==> config.mk <==
export PLATFORM = sky130hd
export DESIGN_NAME = cellVoltageSequencer
export DESIGN_NICKNAME = d
export VERILOG_FILES = /design/src/rtl/cvs_pkg.sv /design/src/rtl/cvs_datapath.sv /design/src/rtl/cvs_control.sv /design/src/rtl/cellVoltageSequencer.sv
export SDC_FILE = /design/constraint.sdc
export NUM_CORES = 1
export LEC_CHECK = 0
export ABC_CLOCK_PERIOD_IN_PS = 2500
export CORE_MARGIN = 3
export CORE_UTILIZATION = 56
export CTS_CLUSTER_SIZE = 10
export DETAILED_ROUTE_END_ITERATION = 10
export HOLD_SLACK_MARGIN = 0.12
export PLACE_DENSITY = 0.89
export SKIP_CTS_REPAIR_TIMING = 1
export SYNTH_ARGS = -nofsm -noshare
export SYNTH_HDL_FRONTEND = slang
export SYNTH_SLANG_ARGS = --single-unit
==> constraint.sdc <==
create_clock -name clk -period 2.5 [get_ports clk]
set_input_delay 0.5 -clock clk [delete_from_list [all_inputs] [get_ports clk]]
set_output_delay 0.5 -clock clk [all_outputs]
set_load 0.01 [all_outputs]
==> src/rtl/cvs_pkg.sv <==
package cvs_pkg;

  typedef enum logic [1:0] {
    MODE_RUN   = 2'd0,
    MODE_OVER  = 2'd1,
    MODE_UNDER = 2'd2
  } seqMode_e;

  // counter index map for the run counters
  localparam int RUN_OVER  = 0;
  localparam int RUN_BELOW = 1;
  localparam int RUN_UNDER = 2;
  localparam int RUN_NUM   = 3;

  typedef struct packed {
    logic               clrAll;
    logic [RUN_NUM-1:0] runInc;
    logic [RUN_NUM-1:0] runClr;
    logic               setFast;
    logic               clrFast;
  } runCmd_t;

endpackage

==> src/rtl/cvs_datapath.sv <==
module cvs_datapath
  import cvs_pkg::*;
#(
  parameter int TICK_DIV = 1000,
  parameter int QUARTERS = 4,
  parameter int RUN_LEN  = 4
) (
  input  logic               clk,
  input  logic               rstN,
  input  logic               tick,
  input  runCmd_t            cmd,
  output logic               sampleStrobe,
  output logic               fastMode,
  output logic [RUN_NUM-1:0] runNearEnd
);

  localparam int PRE_W = (TICK_DIV > 1) ? $clog2(TICK_DIV) : 1;
  localparam int Q_W   = (QUARTERS > 1) ? $clog2(QUARTERS) : 1;
  localparam int RUN_W = $clog2(RUN_LEN + 1);
  localparam logic [PRE_W-1:0] PRE_LAST = PRE_W'(TICK_DIV - 1);
  localparam logic [Q_W-1:0]   Q_LAST   = Q_W'(QUARTERS - 1);
  localparam logic [RUN_W-1:0] RUN_LAST = RUN_W'(RUN_LEN - 1);

  logic [PRE_W-1:0] preCnt;
  logic [Q_W-1:0]   quarterCnt;
  logic             fastQ;
  logic             quarterEnd;

  assign quarterEnd   = tick && (preCnt == PRE_LAST);
  assign sampleStrobe = quarterEnd && (fastQ || (quarterCnt == Q_LAST));
  assign fastMode     = fastQ;

  always_ff @(posedge clk or negedge rstN) begin
    if (!rstN) begin
      preCnt     <= '0;
      quarterCnt <= '0;
    end else if (cmd.clrAll) begin
      preCnt     <= '0;
      quarterCnt <= '0;
    end else if (tick) begin
      preCnt <= quarterEnd ? '0 : preCnt + 1'b1;
      if (quarterEnd) begin
        quarterCnt <= (quarterCnt == Q_LAST) ? '0 : quarterCnt + 1'b1;
      end
    end
  end

  always_ff @(posedge clk or negedge rstN) begin
    if (!rstN) begin
      fastQ <= 1'b0;
    end else if (cmd.clrAll) begin
      fastQ <= 1'b0;
    end else if (cmd.setFast) begin
      fastQ <= 1'b1;
    end else if (cmd.clrFast) begin
      fastQ <= 1'b0;
    end
  end

  for (genvar gi = 0; gi < RUN_NUM; gi++) begin : gRun
    logic [RUN_W-1:0] runCnt;
    always_ff @(posedge clk or negedge rstN) begin
      if (!rstN) begin
        runCnt <= '0;
      end else if (cmd.clrAll || cmd.runClr[gi]) begin
        runCnt <= '0;
      end else if (cmd.runInc[gi]) begin
        runCnt <= runCnt + 1'b1;
      end
    end
    assign runNearEnd[gi] = (runCnt == RUN_LAST);
  end

endmodule

==> src/rtl/cvs_control.sv <==
module cvs_control
  import cvs_pkg::*;
(
  input  logic               clk,
  input  logic               rstN,
  input  logic               sampleStrobe,
  input  logic               fastMode,
  input  logic [RUN_NUM-1:0] runNearEnd,
  input  logic               cellAboveSafe,
  input  logic               cellAboveMax,
  input  logic               cellAboveHyst,
  input  logic               cellBelowMin,
  input  logic               loadDet,
  input  logic               chargerDet,
  input  logic               clearPulse,
  output runCmd_t            cmd,
  output logic               gateEn,
  output logic               activeRect,
  output logic               bypassEn
);

  seqMode_e mode, nextMode;
  logic     bypassOn, nextBypass;

  always_comb begin
    cmd        = '0;
    cmd.clrAll = clearPulse;
    nextMode   = mode;
    nextBypass = bypassOn;
    if (clearPulse) begin
      nextMode   = MODE_RUN;
      nextBypass = 1'b0;
    end else begin
      unique case (mode)
        MODE_RUN: begin
          if (sampleStrobe) begin
            if (cellAboveSafe) begin
              nextMode   = MODE_OVER;
              nextBypass = 1'b1;
              cmd.setFast = 1'b1;
              cmd.runClr  = '1;
            end else if (cellAboveMax) begin
              cmd.setFast = 1'b1;
              cmd.runClr[RUN_BELOW] = 1'b1;
              cmd.runClr[RUN_UNDER] = 1'b1;
              if (runNearEnd[RUN_OVER]) begin
                nextMode   = MODE_OVER;
                nextBypass = 1'b1;
                cmd.runClr[RUN_OVER] = 1'b1;
              end else begin
                cmd.runInc[RUN_OVER] = 1'b1;
              end
            end else begin
              cmd.runClr[RUN_OVER] = 1'b1;
              if (fastMode) begin
                if (runNearEnd[RUN_BELOW]) begin
                  cmd.clrFast = 1'b1;
                  cmd.runClr[RUN_BELOW] = 1'b1;
                end else begin
                  cmd.runInc[RUN_BELOW] = 1'b1;
                end
              end
              if (cellBelowMin) begin
                if (runNearEnd[RUN_UNDER]) begin
                  nextMode = MODE_UNDER;
                  cmd.runClr[RUN_UNDER] = 1'b1;
                end else begin
                  cmd.runInc[RUN_UNDER] = 1'b1;
                end
              end else begin
                cmd.runClr[RUN_UNDER] = 1'b1;
              end
            end
          end
        end
        MODE_OVER: begin
          if (sampleStrobe) begin
            if (cellAboveMax) begin
              nextBypass = 1'b1;
              cmd.runClr[RUN_BELOW] = 1'b1;
            end else begin
              nextBypass = 1'b0;
              if (runNearEnd[RUN_BELOW]) begin
                nextMode    = MODE_RUN;
                cmd.clrFast = 1'b1;
                cmd.runClr[RUN_BELOW] = 1'b1;
              end else begin
                cmd.runInc[RUN_BELOW] = 1'b1;
                if (!cellAboveHyst) begin
                  nextMode = MODE_RUN;
                end
              end
            end
          end
        end
        MODE_UNDER: begin
          if (chargerDet) begin
            nextMode = MODE_RUN;
            cmd.runClr[RUN_UNDER] = 1'b1;
          end
        end
        default: nextMode = MODE_RUN;
      endcase
    end
  end

  always_ff @(posedge clk or negedge rstN) begin
    if (!rstN) begin
      mode     <= MODE_RUN;
      bypassOn <= 1'b0;
    end else begin
      mode     <= nextMode;
      bypassOn <= nextBypass;
    end
  end

  assign activeRect = (mode == MODE_OVER) && loadDet;
  assign gateEn     = (mode == MODE_RUN) || activeRect;
  assign bypassEn   = bypassOn;

endmodule

==> src/rtl/cellVoltageSequencer.sv <==
module cellVoltageSequencer
  import cvs_pkg::*;
#(
  parameter int TICK_DIV = 1000,
  parameter int QUARTERS = 4,
  parameter int RUN_LEN  = 4
) (
  input  logic clk,
  input  logic rstN,
  input  logic tick,
  input  logic cellAboveSafe,
  input  logic cellAboveMax,
  input  logic cellAboveHyst,
  input  logic cellBelowMin,
  input  logic loadDet,
  input  logic chargerDet,
  input  logic clearPulse,
  output logic gateEn,
  output logic activeRect,
  output logic bypassEn,
  output logic fullFlag,
  output logic sampleStrobe
);

  runCmd_t            cmd;
  logic               fastMode;
  logic [RUN_NUM-1:0] runNearEnd;

  cvs_datapath #(
    .TICK_DIV(TICK_DIV),
    .QUARTERS(QUARTERS),
    .RUN_LEN (RUN_LEN)
  ) uDatapath (
    .clk         (clk),
    .rstN        (rstN),
    .tick        (tick),
    .cmd         (cmd),
    .sampleStrobe(sampleStrobe),
    .fastMode    (fastMode),
    .runNearEnd  (runNearEnd)
  );

  cvs_control uControl (
    .clk          (clk),
    .rstN         (rstN),
    .sampleStrobe (sampleStrobe),
    .fastMode     (fastMode),
    .runNearEnd   (runNearEnd),
    .cellAboveSafe(cellAboveSafe),
    .cellAboveMax (cellAboveMax),
    .cellAboveHyst(cellAboveHyst),
    .cellBelowMin (cellBelowMin),
    .loadDet      (loadDet),
    .chargerDet   (chargerDet),
    .clearPulse   (clearPulse),
    .cmd          (cmd),
    .gateEn       (gateEn),
    .activeRect   (activeRect),
    .bypassEn     (bypassEn)
  );

  assign fullFlag = bypassEn;

endmodule

---- Word level (Yosys, flattened, before mapping) ----
Index checks and enable logic that the tools add are counted.
storage, ports and cells
  memories kept ........................... 0
  bits in latches ......................... 0
  ROM bits ................................ 0
  word-level logic and storage cells ...... 119
  RAM bits ................................ 0
  register bits after elaboration ......... 25
  output and inout port bits .............. 5
cells by class
  bitwise gates (word level) .............. 0
  multiplexer cells ....................... 70
  reduce and logical (&&, ||, !) cells .... 19
  magnitude comparators ................... 0
  add/subtract/negate cells ............... 5
  eq/ne operators ......................... 17
  multiply operators ...................... 0
  divide/modulo/power cells ............... 0
  shift operators ......................... 0
operators with widths
  kind                     count
  $mux W2                  18
  $mux W1                  32
  $mux W10                 3
  $mux W3                  8
  $mux W8                  2
  $ne A5 B5 Y1 const B     3
  $ne A3 B3 Y1 const B     4
  $ne A4 B4 Y1 const B     3
  $add A10 B1 Y10 const B  1
  $eq A10 B10 Y1 const B   1
  $pmux W1 S2              5
  $reduce_bool A2 Y1       5
  $add A3 B1 Y3 const B    3
  $eq A3 B2 Y1 const B     3
  $reduce_and A8 Y1        1
  $pmux W2 S3              1
  $reduce_bool A3 Y1       2
  $logic_or A1 B1 Y1       5
  $reduce_and A5 Y1        1
  $eq A2 B2 Y1 const B     2
  $mux W4                  1
  $logic_and A1 B1 Y1      3
  $add A2 B1 Y2 const B    1
  $eq A2 B1 Y1 const B     1
  2 further kinds          2

---- Logic depth before layout (Yosys ltp) ----
  depth in word-level cells ............... 11
  gate-level depth with buffers ........... 6
  mapped depth without buffers ............ 6

---- Modules after synthesis ----
From an unflattened synthesis, not the netlist that was laid out.
second synthesis, totals
  cells, all modules ...................... 153
  area total of the unflattened synthesis .. 1478.9 um2
modules (own cells, without submodules)
  module                area an instance (um2)  seq. area each (um2)  cells an instance  instances
  cvs_datapath          1162.4                  550.5                 110                1
  cvs_control           309.0                   75.1                  42                 1
  cellVoltageSequencer  7.5                     0.0                   1                  1

---- Worst setup path before layout ----
OpenSTA, ideal clock, no wires.
  path type ............................... reg2reg
  from .................................... register uDatapath.gRun[1].runCnt[0]
  to ...................................... register uDatapath.gRun[1].runCnt[0]
  cell stages (with the launch flop) ...... 7
  setup time .............................. 0.082 ns
  buffers on the path ..................... 0
  required time ........................... 2.418 ns
  arrival ................................. 1.916 ns
  slack ................................... 0.502 ns
  path through ............................ dfrtp_1 -> ha_1 -> ha_1 -> a2111oi_0 -> a211o_2 -> or4b_1 -> a31oi_1
on the way
  cells in the longest elaborated chain, start to end .. 10
  elaborated cells on any way between the ends .. 22
  those cells by class .................... 1 x add/sub; 1 x eq/ne; 18 x mux; 2 x reduce/logical
ends and longest elaborated chain
  what                                                  RTL line                              source
  start, declared                                       cvs_datapath.sv:61                    logic [RUN_W-1:0] runCnt;
  start signal, assigned                                cvs_datapath.sv:68                    runCnt <= runCnt + 1'b1;
  $eq A3 B2 Y1                                          cvs_datapath.sv:71                    assign runNearEnd[gi] = (runCnt == RUN_LAST);
  $mux W1                                               cvs_control.sv:56, cvs_control.sv:83
  $mux W1                                               cvs_control.sv:55                     if (fastMode) begin
  $mux W3                                               cvs_control.sv:42                     end else if (cellAboveMax) begin
  $mux W4                                               cvs_control.sv:37                     if (cellAboveSafe) begin
  $mux W8                                               cvs_control.sv:36                     if (sampleStrobe) begin
  $pmux W1 S2                                           cvs_control.sv:34                     unique case (mode)
  $mux W8                                               cvs_control.sv:30                     if (clearPulse) begin
  $logic_or A1 B1 Y1                                    cvs_datapath.sv:65                    end else if (cmd.clrAll || cmd.runClr[gi]) begin
  $mux W3 / $reduce_bool A2 Y1 (equally long branches)  n/a
Several ways; a longest one is shown, not always the timed one. The select of a mux whose other input is x is not followed.
A chain may end at the register's enable or synchronous reset.

---- Worst setup path in the final report ----
  from .................................... input port loadDet
  to ...................................... output port gateEn
on the way
  cells in the longest elaborated chain, start to end .. 2
ends and longest elaborated chain
  what                 RTL line                    source
  start, declared      cellVoltageSequencer.sv:15  input logic loadDet,
  $logic_and A1 B1 Y1  cvs_control.sv:117          assign activeRect = (mode == MODE_OVER) && loadDet;
  $logic_or A1 B1 Y1   cvs_control.sv:118          assign gateEn = (mode == MODE_RUN) || activeRect;
  end, declared        cellVoltageSequencer.sv:18  output logic gateEn,
Every way passes these cells.

==> impl_results.md <==
- Post-Route WL: 3310 um
- Die area: approximately 0.0035 mm^2
- First-pass GRT wire length: 5770 um
- Syn Inst Count: 172
- Yosys top cell area share: 39.0%
- DR pass1 iterations: 4
- Vias/cell: 5.98
- Cts bufs inserted: 3
- Crit path max-delay cell type: clkdlybuf4s50_1
- Fin. max-slew vios: 0
- Final HPWL from detailed placement: 2450 um
- R2r worst-path depth: 6
- Pin count of the biggest net entering global routing: 26
- Nets@finish: 210
- Worst Hold Class: in2async
- Post-DP Area: 0.00178 mm^2
- Total gr overflow: 0
- Drt drc: 0
- Final min period: 2340 ps
- Initial DRC count: 58
- Count of final hold-check violations: 0
- Peak Freq: 426 MHz
- Synth-to-Final Area Change: 13.0%
- FF-to-FF End: uDatapath.gRun[1].runCnt[2]
- Std-Cell Rows: 18
- Pin slew with the least headroom to its limit: approximately 500 ps
- EDFF count, synth: 0
- Fin Hold WS: 493 ps
- Switching Power: 0.000180 W
- Synth Flop Type: dfrtp_1
- Root buf cell: clkbuf_4
- Die W: 59.5 um
- CP peak stage delay: 480 ps
- Reg-to-Reg Start: uDatapath.gRun[1].runCnt[0]
- Startpoint types: primary input
- Synthesized flop and latch total: 25
- RSZ-0062 raised after global routing: no
- Vias: 1315
- Crit-path leading delay family: buffers and inverters
- Clock-pin slew on the worst setup and hold paths: 160 ps
- Post-route ant nets: 0
- Int Pwr: 0.000499 W
- Placer congestion estimate: 0.825
- Status: finished clean
- Number of global-route vias before repair: 1278
- VDD IR max: roughly 0.00038 V
- Clock insertion delay at the later pin of the skew report: between 300 and 400 ps
- Die height: 59.5 um
- Total power: roughly 0.00068 W
- Buffer and inverter count on the worst path: 2
- # H-tree levels: 1
- CTS Sinks: 25
- Top cells by area, synth: dfrtp_1 39%, ha_1 7.0%, o21ai_0 3.7%
- Worst setup EP type: primary output
- Setup TNS: 0 ps
- Flop pwr share: between 60% and 70%
- Leading area contributor after synthesis: dfrtp_1
- Worst Path Required: 2000 ps
- Kind of critical path: in2out
- Cell Area, Synth: 0.00161 mm^2
- Clock buffer depth: 2
- Syn Area/Cell: 9.33 um^2
- Switch share: between 20% and 30%
- Post-synthesis sequential area ratio: 39.0%
- Count leader, synth: dfrtp_1
- WL per Instance: 15.1 um
- Pleak: 0.780 nW
- Finished Cell Area: 0.00181 mm^2
- WP data arrival: roughly 1800 ps
- Cell mode on critical path: clkdlybuf4s50_1
- Asr flop ratio synth: between 90% and 100%
- PD cells: 374 mW/mm^2
- Share of post-route cells with drive strength above 1: 12.6%
- Starting Density: 62.0%
- Final setup vio count: 0
- Syn nets: ~190
- Core area: 0.00259 mm^2
- Clk pwr share: between 20 and 30%
- Max-cap violations: 0
- Initial antenna violation count: 0
- Num ports: 15
- Tcrit/Tclk final: 93.8%
- PortBufs: 14
- CTS tree: yes
- Slew headroom: 66.1%
- Crit path cell chain: clkdlybuf4s50_1 -> and3b_1 -> or2_2 -> clkdlybuf4s50_1
- Critical path fanouts, max: 2
- Combinational share of power: 9.8%
- Worst R2R Setup Slack: 280 ps
- Synth cell types: 46
- Skew final: slightly above 8 ps
- Synth top cells by count: 25 x dfrtp_1, 15 x nor2_1, 12 x o21ai_0
- Number of diodes: 0
- GR Util All Layers: 21.1%
- Synth warn: 0
layout by cell type, fill, tap and decap left out, types with 2 or more instances in the layout:
| cell type | n |
|---|---|
| dfrtp_1 | 25 |
| nor2_1 | 15 |
| clkdlybuf4s50_1 | 13 |
| o21ai_0 | 12 |
| inv_1 | 10 |
| buf_4 | 10 |
| nand3_1 | 9 |
| nand2_1 | 9 |
| ha_1 | 8 |
| a21oi_1 | 7 |
| nand2b_1 | 6 |
| o31ai_1 | 6 |
| xnor2_1 | 5 |
| nor2b_1 | 5 |
| a31oi_1 | 4 |
| nor3_1 | 3 |
| or4b_1 | 3 |
| clkbuf_4 | 3 |
| xor2_1 | 2 |
| o211ai_1 | 2 |
| o22ai_1 | 2 |
| nand4_1 | 2 |
| or3_1 | 2 |
| o21bai_1 | 2 |
| nor4_1 | 2 |
| a22o_1 | 2 |
cell families (layout without fill, tap and decap cells):
logic type | after synthesis | in the layout | share of synthesized area (%)
xor+xnor | 7 | 7 | 3.82
mux | 1 | 1 | 0.624
simple gates | 67 | 67 | 23.9
compound gates | 43 | 43 | 18.4
fa+ha+maj | 9 | 9 | 7.01
flops | 25 | 25 | 39.0
buf+inv | 20 | 38 | 7.25
flip-flops by register name, summed over array words and instances (netlist names):
| name | flops |
|---|---|
| uControl.bypassEn | 1 |
| uDatapath.gRun.runCnt | 9 |
| uDatapath.preCnt | 10 |
| uDatapath.fastMode | 1 |
| uDatapath.quarterCnt | 2 |
| uControl.mode | 2 |
how the worst max path moves through the flow:
stage | startpoint | to | depth (start not counted)
floorplan | uDatapath.gRun[1].runCnt[0] | uDatapath.gRun[1].runCnt[0] | 6
global placement | tick | sampleStrobe | 5
detailed placement | tick | sampleStrobe | 5
CTS | tick | sampleStrobe | 5
global route | uDatapath.gRun[1].runCnt[0] | uDatapath.gRun[1].runCnt[1] | 6
finish | loadDet | gateEn | 4
metrics by stage:
| stage | cells | util, % | setup WS (ps) |
|---|---|---|---|
| after global placement | 216 | 68.7 | 70.1 |
| final | 220 | 70.0 | 155 |
| after global routing | 220 | 70.0 | 55.4 |
| after detailed placement | 216 | 68.7 | 75.2 |
| after CTS | 220 | 69.9 | 56.4 |
| after floorplan | 172 | - | 502 |
power by group through the flow:
stage	registers (W)	logic (W)	clock network [W]
floorplan	0.000417	0.0000340	0
global placement	0.000417	0.0000637	0
detailed placement	0.000418	0.0000668	0
CTS	0.000410	0.0000672	0.000202
global route	0.000411	0.0000747	0.000216
finish	0.000410	0.0000669	0.000202
layer usage:
metal | GRT usage [%] | routed length, um
met5 | 0 | 0
met4 | 5.38 | 38
met3 | 3.27 | 174
met2 | 35.3 | 1600
met1 | 28.6 | 1510
layout make-up:
class | count | area [um^2]
multi-input cells | 127 | 866
fillers | 183 | 776
flip-flops and latches | 25 | 626
repair buffers | 24 | 218
inverters | 10 | 37.5
well taps | 30 | 37.5
clock buffers | 3 | 22.5
clock inverters | 1 | 7.51
Power figures use the tool's default switching activity.
